### src/rtl/brcond_pkg.sv
package brcond_pkg;

   typedef struct packed {
      logic n;
      logic z;
      logic v;
      logic c;
   } nzvc_t;

   typedef enum logic [1:0] {
      BK_NONE = 2'd0,
      BK_COND = 2'd1,
      BK_SUB  = 2'd2
   } br_kind_e;

   localparam int PRED_COUNT = 8;

   // Predicate for the "odd" opcode of each pair; the even opcode takes its inverse.
   function automatic logic pred_odd_sense(input int idx, input nzvc_t f);
      logic r;
      case (idx)
         0:       r = 1'b0;
         1:       r = f.c | f.z;
         2:       r = f.c;
         3:       r = f.z;
         4:       r = f.v;
         5:       r = f.n;
         6:       r = f.n ^ f.v;
         7:       r = f.z | (f.n ^ f.v);
         default: r = 1'b0;
      endcase
      return r;
   endfunction

endpackage

### src/rtl/brcond_flag_extract.sv
module brcond_flag_extract #(
   parameter int CC_W  = 8,
   parameter int N_BIT = 3,
   parameter int Z_BIT = 2,
   parameter int V_BIT = 1,
   parameter int C_BIT = 0
) (
   input  logic [CC_W-1:0]     ccr,
   output brcond_pkg::nzvc_t   flags
);

   if (CC_W < 4) begin : g_bad_width
      $error("brcond_flag_extract: CC_W must be at least 4");
   end
   if (N_BIT >= CC_W || Z_BIT >= CC_W || V_BIT >= CC_W || C_BIT >= CC_W) begin : g_bad_pos
      $error("brcond_flag_extract: flag position outside the condition byte");
   end
   if (N_BIT == Z_BIT || N_BIT == V_BIT || N_BIT == C_BIT ||
       Z_BIT == V_BIT || Z_BIT == C_BIT || V_BIT == C_BIT) begin : g_bad_overlap
      $error("brcond_flag_extract: flag positions must be distinct");
   end

   assign flags.n = ccr[N_BIT];
   assign flags.z = ccr[Z_BIT];
   assign flags.v = ccr[V_BIT];
   assign flags.c = ccr[C_BIT];

endmodule

### src/rtl/brcond_cond_eval.sv
module brcond_cond_eval #(
   parameter int              OP_W    = 8,
   parameter logic [OP_W-1:0] BR_BASE = 'h20,
   parameter logic [OP_W-1:0] SUB_OP  = 'h8D
) (
   input  logic [OP_W-1:0]       opcode,
   input  brcond_pkg::nzvc_t     flags,
   output brcond_pkg::br_kind_e  kind,
   output logic                  cond_met
);
   import brcond_pkg::*;

   localparam int SEL_W   = 4;
   localparam int N_CONDS = 2 * PRED_COUNT;

   if (OP_W <= SEL_W) begin : g_bad_opw
      $error("brcond_cond_eval: OP_W must exceed the selector width");
   end
   if (BR_BASE[SEL_W-1:0] != '0) begin : g_bad_base
      $error("brcond_cond_eval: branch group base must be 16-aligned");
   end
   if (SUB_OP[OP_W-1:SEL_W] == BR_BASE[OP_W-1:SEL_W]) begin : g_bad_sub
      $error("brcond_cond_eval: subroutine opcode collides with branch group");
   end

   logic [N_CONDS-1:0] met_vec;

   for (genvar k = 0; k < PRED_COUNT; k++) begin : g_pair
      logic odd_p;
      assign odd_p            = pred_odd_sense(k, flags);
      assign met_vec[2*k]     = ~odd_p;
      assign met_vec[2*k + 1] =  odd_p;
   end

   logic in_group;
   logic is_sub;

   assign in_group = (opcode[OP_W-1:SEL_W] == BR_BASE[OP_W-1:SEL_W]);
   assign is_sub   = (opcode == SUB_OP);

   always_comb begin
      kind     = BK_NONE;
      cond_met = 1'b0;
      if (in_group) begin
         kind     = BK_COND;
         cond_met = met_vec[opcode[SEL_W-1:0]];
      end else if (is_sub) begin
         kind     = BK_SUB;
         cond_met = 1'b1;
      end
   end

endmodule

### src/rtl/brcond_target.sv
module brcond_target #(
   parameter int ADDR_W      = 16,
   parameter int DISP_W      = 8,
   parameter int INSTR_LEN   = 2,
   parameter int ADDER_STYLE = 1
) (
   input  logic [ADDR_W-1:0] pc,
   input  logic [DISP_W-1:0] disp,
   output logic [ADDR_W-1:0] seq_pc,
   output logic [ADDR_W-1:0] target
);

   localparam logic [ADDR_W-1:0] LEN_C = ADDR_W'(INSTR_LEN);

   if (DISP_W > ADDR_W) begin : g_bad_disp
      $error("brcond_target: displacement wider than address");
   end
   if (ADDER_STYLE < 0 || ADDER_STYLE > 1) begin : g_bad_style
      $error("brcond_target: ADDER_STYLE must be 0 or 1");
   end

   logic [ADDR_W-1:0] disp_ext;

   if (DISP_W == ADDR_W) begin : g_no_ext
      assign disp_ext = disp;
   end else begin : g_sign_ext
      assign disp_ext = {{(ADDR_W-DISP_W){disp[DISP_W-1]}}, disp};
   end

   assign seq_pc = pc + LEN_C;

   if (ADDER_STYLE == 0) begin : g_three_op
      // Independent three-operand sum: no dependency on the fall-through adder.
      assign target = pc + LEN_C + disp_ext;
   end else begin : g_chained
      // Reuses the fall-through sum: one adder fewer, one adder deeper.
      assign target = seq_pc + disp_ext;
   end

endmodule

### src/rtl/brcond_unit.sv
module brcond_unit #(
   parameter int   ADDR_W      = 16,
   parameter int   DISP_W      = 8,
   parameter int   OP_W        = 8,
   parameter int   CC_W        = 8,
   parameter int   CYC_W       = 4,
   parameter int   INSTR_LEN   = 2,
   parameter int   COND_CYC    = 4,
   parameter int   SUB_CYC     = 8,
   parameter int   ADDER_STYLE = 1,
   parameter int   N_BIT       = 3,
   parameter int   Z_BIT       = 2,
   parameter int   V_BIT       = 1,
   parameter int   C_BIT       = 0,
   parameter logic [OP_W-1:0] BR_BASE = 'h20,
   parameter logic [OP_W-1:0] SUB_OP  = 'h8D
) (
   input  logic              clk,
   input  logic              rst_n,
   input  logic              req_valid,
   input  logic [OP_W-1:0]   req_opcode,
   input  logic [DISP_W-1:0] req_disp,
   input  logic [ADDR_W-1:0] req_pc,
   input  logic [CC_W-1:0]   req_ccr,
   output logic              rsp_valid,
   output logic              rsp_taken,
   output logic [ADDR_W-1:0] rsp_next_pc,
   output logic              rsp_sub,
   output logic [ADDR_W-1:0] rsp_ret_addr,
   output logic [CYC_W-1:0]  rsp_cycles,
   output logic              rsp_known,
   output logic [CC_W-1:0]   rsp_ccr
);
   import brcond_pkg::*;

   localparam int CYC_MAX = (1 << CYC_W) - 1;

   if (COND_CYC > CYC_MAX || SUB_CYC > CYC_MAX) begin : g_bad_cyc
      $error("brcond_unit: cycle cost does not fit CYC_W");
   end
   if (INSTR_LEN < 1) begin : g_bad_len
      $error("brcond_unit: INSTR_LEN must be positive");
   end

   nzvc_t             flags;
   br_kind_e          kind;
   logic              cond_met;
   logic [ADDR_W-1:0] seq_pc;
   logic [ADDR_W-1:0] target;

   brcond_flag_extract #(
      .CC_W (CC_W), .N_BIT(N_BIT), .Z_BIT(Z_BIT), .V_BIT(V_BIT), .C_BIT(C_BIT)
   ) u_flags (
      .ccr  (req_ccr),
      .flags(flags)
   );

   brcond_cond_eval #(
      .OP_W(OP_W), .BR_BASE(BR_BASE), .SUB_OP(SUB_OP)
   ) u_eval (
      .opcode  (req_opcode),
      .flags   (flags),
      .kind    (kind),
      .cond_met(cond_met)
   );

   brcond_target #(
      .ADDR_W(ADDR_W), .DISP_W(DISP_W), .INSTR_LEN(INSTR_LEN), .ADDER_STYLE(ADDER_STYLE)
   ) u_target (
      .pc    (req_pc),
      .disp  (req_disp),
      .seq_pc(seq_pc),
      .target(target)
   );

   logic              taken_d;
   logic              sub_d;
   logic [ADDR_W-1:0] next_d;
   logic [ADDR_W-1:0] ret_d;
   logic [CYC_W-1:0]  cyc_d;

   always_comb begin
      taken_d = (kind != BK_NONE) && cond_met;
      sub_d   = (kind == BK_SUB);
      next_d  = taken_d ? target : seq_pc;
      ret_d   = sub_d ? seq_pc : '0;
      case (kind)
         BK_COND: cyc_d = CYC_W'(COND_CYC);
         BK_SUB:  cyc_d = CYC_W'(SUB_CYC);
         default: cyc_d = '0;
      endcase
   end

   always_ff @(posedge clk or negedge rst_n) begin
      if (!rst_n) begin
         rsp_valid    <= 1'b0;
         rsp_taken    <= 1'b0;
         rsp_next_pc  <= '0;
         rsp_sub      <= 1'b0;
         rsp_ret_addr <= '0;
         rsp_cycles   <= '0;
         rsp_known    <= 1'b0;
         rsp_ccr      <= '0;
      end else begin
         rsp_valid <= req_valid;
         if (req_valid) begin
            rsp_taken    <= taken_d;
            rsp_next_pc  <= next_d;
            rsp_sub      <= sub_d;
            rsp_ret_addr <= ret_d;
            rsp_cycles   <= cyc_d;
            rsp_known    <= (kind != BK_NONE);
            rsp_ccr      <= req_ccr;
         end
      end
   end

endmodule

### config.mk
export PLATFORM = sky130hd
export DESIGN_NAME = brcond_unit
export DESIGN_NICKNAME = d
export VERILOG_FILES = /design/src/rtl/brcond_pkg.sv /design/src/rtl/brcond_flag_extract.sv /design/src/rtl/brcond_cond_eval.sv /design/src/rtl/brcond_target.sv /design/src/rtl/brcond_unit.sv
export SDC_FILE = /design/constraint.sdc
export NUM_CORES = 1
export LEC_CHECK = 0
export ABC_AREA = 1
export BUFFER_PORTS_ARGS = -buffer_cell sky130_fd_sc_hd__buf_2
export CAP_MARGIN = 20
export CORE_UTILIZATION = 53
export DETAILED_ROUTE_END_ITERATION = 10
export HOLD_SLACK_MARGIN = 0.08
export MAX_ROUTING_LAYER = met4
export PLACE_DENSITY = 0.9
export SYNTH_ARGS = -nofsm -noshare
export SYNTH_HDL_FRONTEND = slang
export SYNTH_SLANG_ARGS = --single-unit
### constraint.sdc
create_clock -name clk -period 0.8 [get_ports clk]
set_input_delay 0.08 -clock clk [delete_from_list [all_inputs] [get_ports clk]]
set_output_delay 0.08 -clock clk [all_outputs]
set_load 0.01 [all_outputs]
==> results of run 1 <==
timing repair:
item	CTS
cloned	5
hold buffers	7
pin swaps	70
buffers inserted	45
resized for setup	124
endpoints found under the hold margin	51
endpoints found under the setup margin	81
metrics by stage:
step / instance area (um^2) / hold WS, ns / setup slack [ns] / util [%]
global placement: 4520 / -0.0480 / -1.44 / 76.3
detailed placement: 4520 / -0.0440 / -1.52 / 76.3
floorplan: 3560 / -0.216 / -1.10 / -
CTS: 5560 / 0.0913 / -1.05 / 93.9
cells by family after synthesis:
| kind of cell | share of synthesized area [%] |
|---|---|
| other cells | 0.115 |
| compound gates | 6.81 |
| fa+ha+maj | 8.27 |
| simple gates | 36.0 |
| flops | 34.4 |
| buf+inv | 8.76 |
| xor+xnor | 5.59 |
synthesized netlist by cell type, types with 2 or more instances:
| master | instances |
|---|---|
| nand2_1 | 173 |
| nand3_1 | 54 |
| inv_1 | 51 |
| dfrtp_1 | 45 |
| nor2_1 | 22 |
| o21ai_0 | 21 |
| ha_1 | 20 |
| a21oi_1 | 16 |
| xnor2_1 | 11 |
| xor2_1 | 8 |
| buf_4 | 4 |
| clkbuf_1 | 4 |
| nand4_1 | 4 |
| buf_2 | 3 |
| nand2_2 | 3 |
| nand3b_1 | 3 |
| nor2_2 | 3 |
| nor3_1 | 3 |
| a21o_1 | 2 |
| buf_6 | 2 |
| inv_2 | 2 |
| nand2_4 | 2 |
| nor3_2 | 2 |
| o21bai_1 | 2 |
==> flow_summary_export.csv, run 1 <==
group,metric,value,unit
outcome,outcome,"aborted with a tool error",
outcome,stop_stage,"global routing",
outcome,error_line,"[ERROR DPL-0038] Utilization greater than 100%, impossible to legalize",
place,dp_hpwl,7560,um
place,port_buffers,88,
yosys,ys_seq_area_share,34.4,%
die,die_w,80.5,um
yosys,synth.largest_area_cell,"dfrtp_1",
die,chipHeight,80.5,um
die,io-pin-count,91,
place,globalplace.congestion,0.908,
yosys,synth_top_cell_area_share,34.4,%
cts,htree_levels,2,
yosys,yosys_warnings,0,
yosys,synth_edf_count,0,
yosys,synth_area_leaders,"dfrtp_1 (34%), nand2_1 (20%), nand3_1 (8.3%), ha_1 (7.7%), inv_1 (5.9%)",
global_route,grt_max_degree,45,
yosys,syn_inst,468,
cts,cts_buffers,5,
cts,cts.root.buffer_cell,"clkbuf_8",
yosys,synthArstFlopShare,100,%
yosys,ys_types,32,
yosys,ys.flop_type,"dfrtp_1",
yosys,syn_area,3270,um^2
place,place_inst,684,
yosys,synth_area_per_cell,6.99,um^2
cts,clock_sinks,45,
timing,grt-worst-endpoint,"rsp_next_pc[13]$_DFFE_PN0P_/D",
die,num_rows,28,
timing,worst-ep-kind,"register input",
die,initial_core_util,55.2,%
yosys,ys_ff_latch,45,
cts,cts_buffer_depth,2,
==> run 2: changes to the inputs <==
--- a/config.mk
+++ b/config.mk
@@ -8,11 +8,9 @@
 export ABC_AREA = 1
 export BUFFER_PORTS_ARGS = -buffer_cell sky130_fd_sc_hd__buf_2
 export CAP_MARGIN = 20
-export CORE_UTILIZATION = 53
+export CORE_UTILIZATION = 40
 export DETAILED_ROUTE_END_ITERATION = 10
-export HOLD_SLACK_MARGIN = 0.08
-export MAX_ROUTING_LAYER = met4
-export PLACE_DENSITY = 0.9
+export PLACE_DENSITY_LB_ADDON = 0.15
 export SYNTH_ARGS = -nofsm -noshare
 export SYNTH_HDL_FRONTEND = slang
 export SYNTH_SLANG_ARGS = --single-unit
==> run 2 against run 1 <==
Compared with the run above: the flow now finishes, with violations (setup timing); synthesized cell count stayed put; synthesized area stayed put.
==> flow_summary_export.csv, run 2 <==
group,metric,value,unit
outcome,outcome,"finished with violations",
outcome,violations,"setup timing",
place,place_inst,708,
drt,dr.pass1.iters,4,
power_and_ir_drop,powerDensity,1220,nW/um^2
yosys,synth_edf_count,0,
layout,multi_input_area,2780,um^2
cts,cts_buffer_depth,2,
yosys,ys_seq_area_share,34.4,%
timing,hold_ws,0.0286,ns
cts,cts_buffers,5,
global_route,grt_pass1_wl,18000,um
critical_path,path_delay_family,"simple AND/OR/NAND/NOR gates",
timing,drv_slew,0,
yosys,yosys_warnings,0,
drt,drt-wirelength-per-cell,15.0,um
layout,final_cell_count_no_fill,783,
drt,viasPerCell,5.02,
place,placed_area,4530,um^2
worst_hold_path,min_path_type,"input port to flop",
drt,ant_nets,0,
timing,finClkSkew,0,ns
yosys,syn_inst,468,
timing,rsz0062_at_grt,"true",
timing,finalHoldViolations,0,
yosys,ys_ff_latch,45,
yosys,synth_area_leaders,"dfrtp_1 (34%), nand2_1 (20%), nand3_1 (8.3%), ha_1 (7.7%), inv_1 (5.9%)",
die,fp.dieArea,8540,um^2
power_and_ir_drop,leakage,3.18,nW
layout,fin_util,77.9,%
critical_path,crit_slowest_cell,"ha_2",
cts,clock_sinks,45,
critical_path,required,0.99,ns
die,io-pin-count,91,
die,chipHeight,92.4,um
timing,clock.fmax,531,MHz
critical_path,cpPeakStageDelay,0.38,ns
timing,setup_viol,83,
critical_path,cp_common_cell,"nand2_1",
layout,regArea,1130,um^2
layout,drive_gt1_share,55.1,%
drt,drt-total-wl,11700,um
layout,largestRegisters,"rsp_next_pc x16, rsp_ret_addr x16, rsp_ccr x8",
yosys,ys_types,32,
yosys,synth_top_cell_area_share,34.4,%
critical_path,reg2reg_slack,-0.06,ns
place,port_buffers,88,
layout,antenna-diode-count,0,
place,dp_hpwl,7480,um
global_route,grt_max_degree,46,
layout,finalNetCount,744,
layout,syn_to_final_growth,85.9,%
cts,clk_pin_slew_worst_paths,0.09,ns
timing,setup_ws,-1.08,ns
flow_run,drv_cap,0,
critical_path,cp_num_buf_inv,4,
layout,most-common-layout-cells,"nand2_1 (142), buf_4 (96), buf_2 (67)",
yosys,synthArstFlopShare,100,%
yosys,synth_area_per_cell,6.99,um^2
drt,vias,3934,
critical_path,criticalPathCategory,"input port to flop",
critical_path,cp_cell_sequence,"buf_12 -> nand3_4 -> nor2_4 -> buf_4 -> nand2_1 -> nand2_1 -> inv_1 -> ha_2 -> nand2_1 -> inv_1 -> nand2_1 -> nor3_4 -> a21oi_2 -> nand3_1 -> nand2_1 -> nand2_1 -> nand2_1 -> nand2_1 -> nand2_1",
die,die_w,92.4,um
critical_path,end_kind,"flop",
die,num_rows,32,
drt,drtIter0Drc,183,
yosys,synth.largest_area_cell,"dfrtp_1",
yosys,syn_area,3270,um^2
place,globalplace.congestion,0.906,
yosys,synthTopCellsByCount,"nand2_1 (173), nand3_1 (54), inv_1 (51), dfrtp_1 (45), nor2_1 (22)",
global_route,antenna_found_initial,0,
critical_path,start_kind,"input port",
cts,clk_latency,0.30,ns
timing,fin_crit,1.88,ns
global_route,grt_pass1_vias,3874,
layout,design_area,6080,um^2
global_route,grtUsageTotal,26.4,%
global_route,overflow,0,
critical_path,worst-path-max-fanout,4,
power_and_ir_drop,p_total,7.41,mW
cts,htree_levels,2,
cts,cts_tree,"done",
die,initial_core_util,41.9,%
cts,cts.root.buffer_cell,"clkbuf_8",
yosys,yosysMostFrequentCell,"nand2_1",
drt,drc_errors,0,
layout,nFillCells,531,
power_and_ir_drop,ir_drop,724,uV
layout,layout_commonest_cell,"nand2_1",
die,fp.coreArea,7810,um^2
timing,fin_crit_sh,235,%
yosys,ys.flop_type,"dfrtp_1",
critical_path,cp_data_arrival_time,2.07,ns
==> run 2: cell counts after synthesis <==
No cell type changed its count.
==> run 2: where the power goes <==
group / internal, mW / switching [mW]
clock: 1.02 / 0.789
combinational: 1.53 / 1.59
sequential: 2.41 / 0.0745
==> run 2: timing repair <==
action                     CTS  global route
pin swaps                   72            47
setup endpoints to repair   80            82
resized for setup          135            94
setup buffers               48            29
cloned                       5             0
hold endpoints to repair    49             0
hold buffers                 5             0
==> run 2: layout make-up <==
class | count | share of cell area [%]
Inverter | 53 | 3.66
Tap cell | 102 | 2.10
Sequential cell | 45 | 18.5
Clock buffer | 6 | 1.36
Multi-Input combinational cell | 360 | 45.8
Clock inverter | 2 | 0.618
Timing Repair Buffer | 215 | 27.9
==> run 2: worst reg2reg max path: cells and delay by family (launching register included) <==
kind | cells | cell delay, ns
flops | 1 | 0.39
simple gates | 1 | 0.07
buf+inv | 2 | 0.26
compound gates | 1 | 0.05
==> run 2: final timing paths <==
kind / from / endpoint / cells after the start
max in group asynchronous: rst_n / rsp_ret_addr[12] / 3
min in group asynchronous: rst_n / rsp_next_pc[0] / 3
min reg2reg: rsp_ccr[7] / rsp_ccr[7] / 2
max: req_pc[2] / rsp_next_pc[15] / 19
max reg2reg: rsp_ret_addr[9] / rsp_ret_addr[9] / 4
min: req_ccr[0] / rsp_ccr[0] / 3
==> run 2: logic make-up (layout without fill, tap and decap cells) <==
group                    count (synthesis)  in the layout  share of synthesized area, %
buffers and inverters                   67            276                          8.76
adder cells (fa/ha/maj)                 21             21                          8.27
flip-flops                              45             45                          34.4
other                                    1              2                         0.115
XOR/XNOR                                20             20                          5.59
AND/OR/NAND/NOR                        272            275                          36.0
AO/OA/AOI/OAI                           42             42                          6.81
==> run 2: through the flow <==
step                      setup WS [ns]  TNS [ns]
after floorplan                   -1.10    -15.39
after global placement            -1.52    -27.80
after detailed placement          -1.55    -28.88
after CTS                         -1.03    -19.20
after global routing              -1.30    -22.76
final                             -1.08    -19.20
==> run 2: metal layers <==
metal	global-route usage [%]	vias up	part of all wire, %
li1	-	1907	-
met3	3.12	25	4.2
met2	48.6	120	53
met4	7.42	0	2.2
met5	0	-	0
met1	32.1	1882	41
No activity file was read; power rests on OpenSTA's default activity.
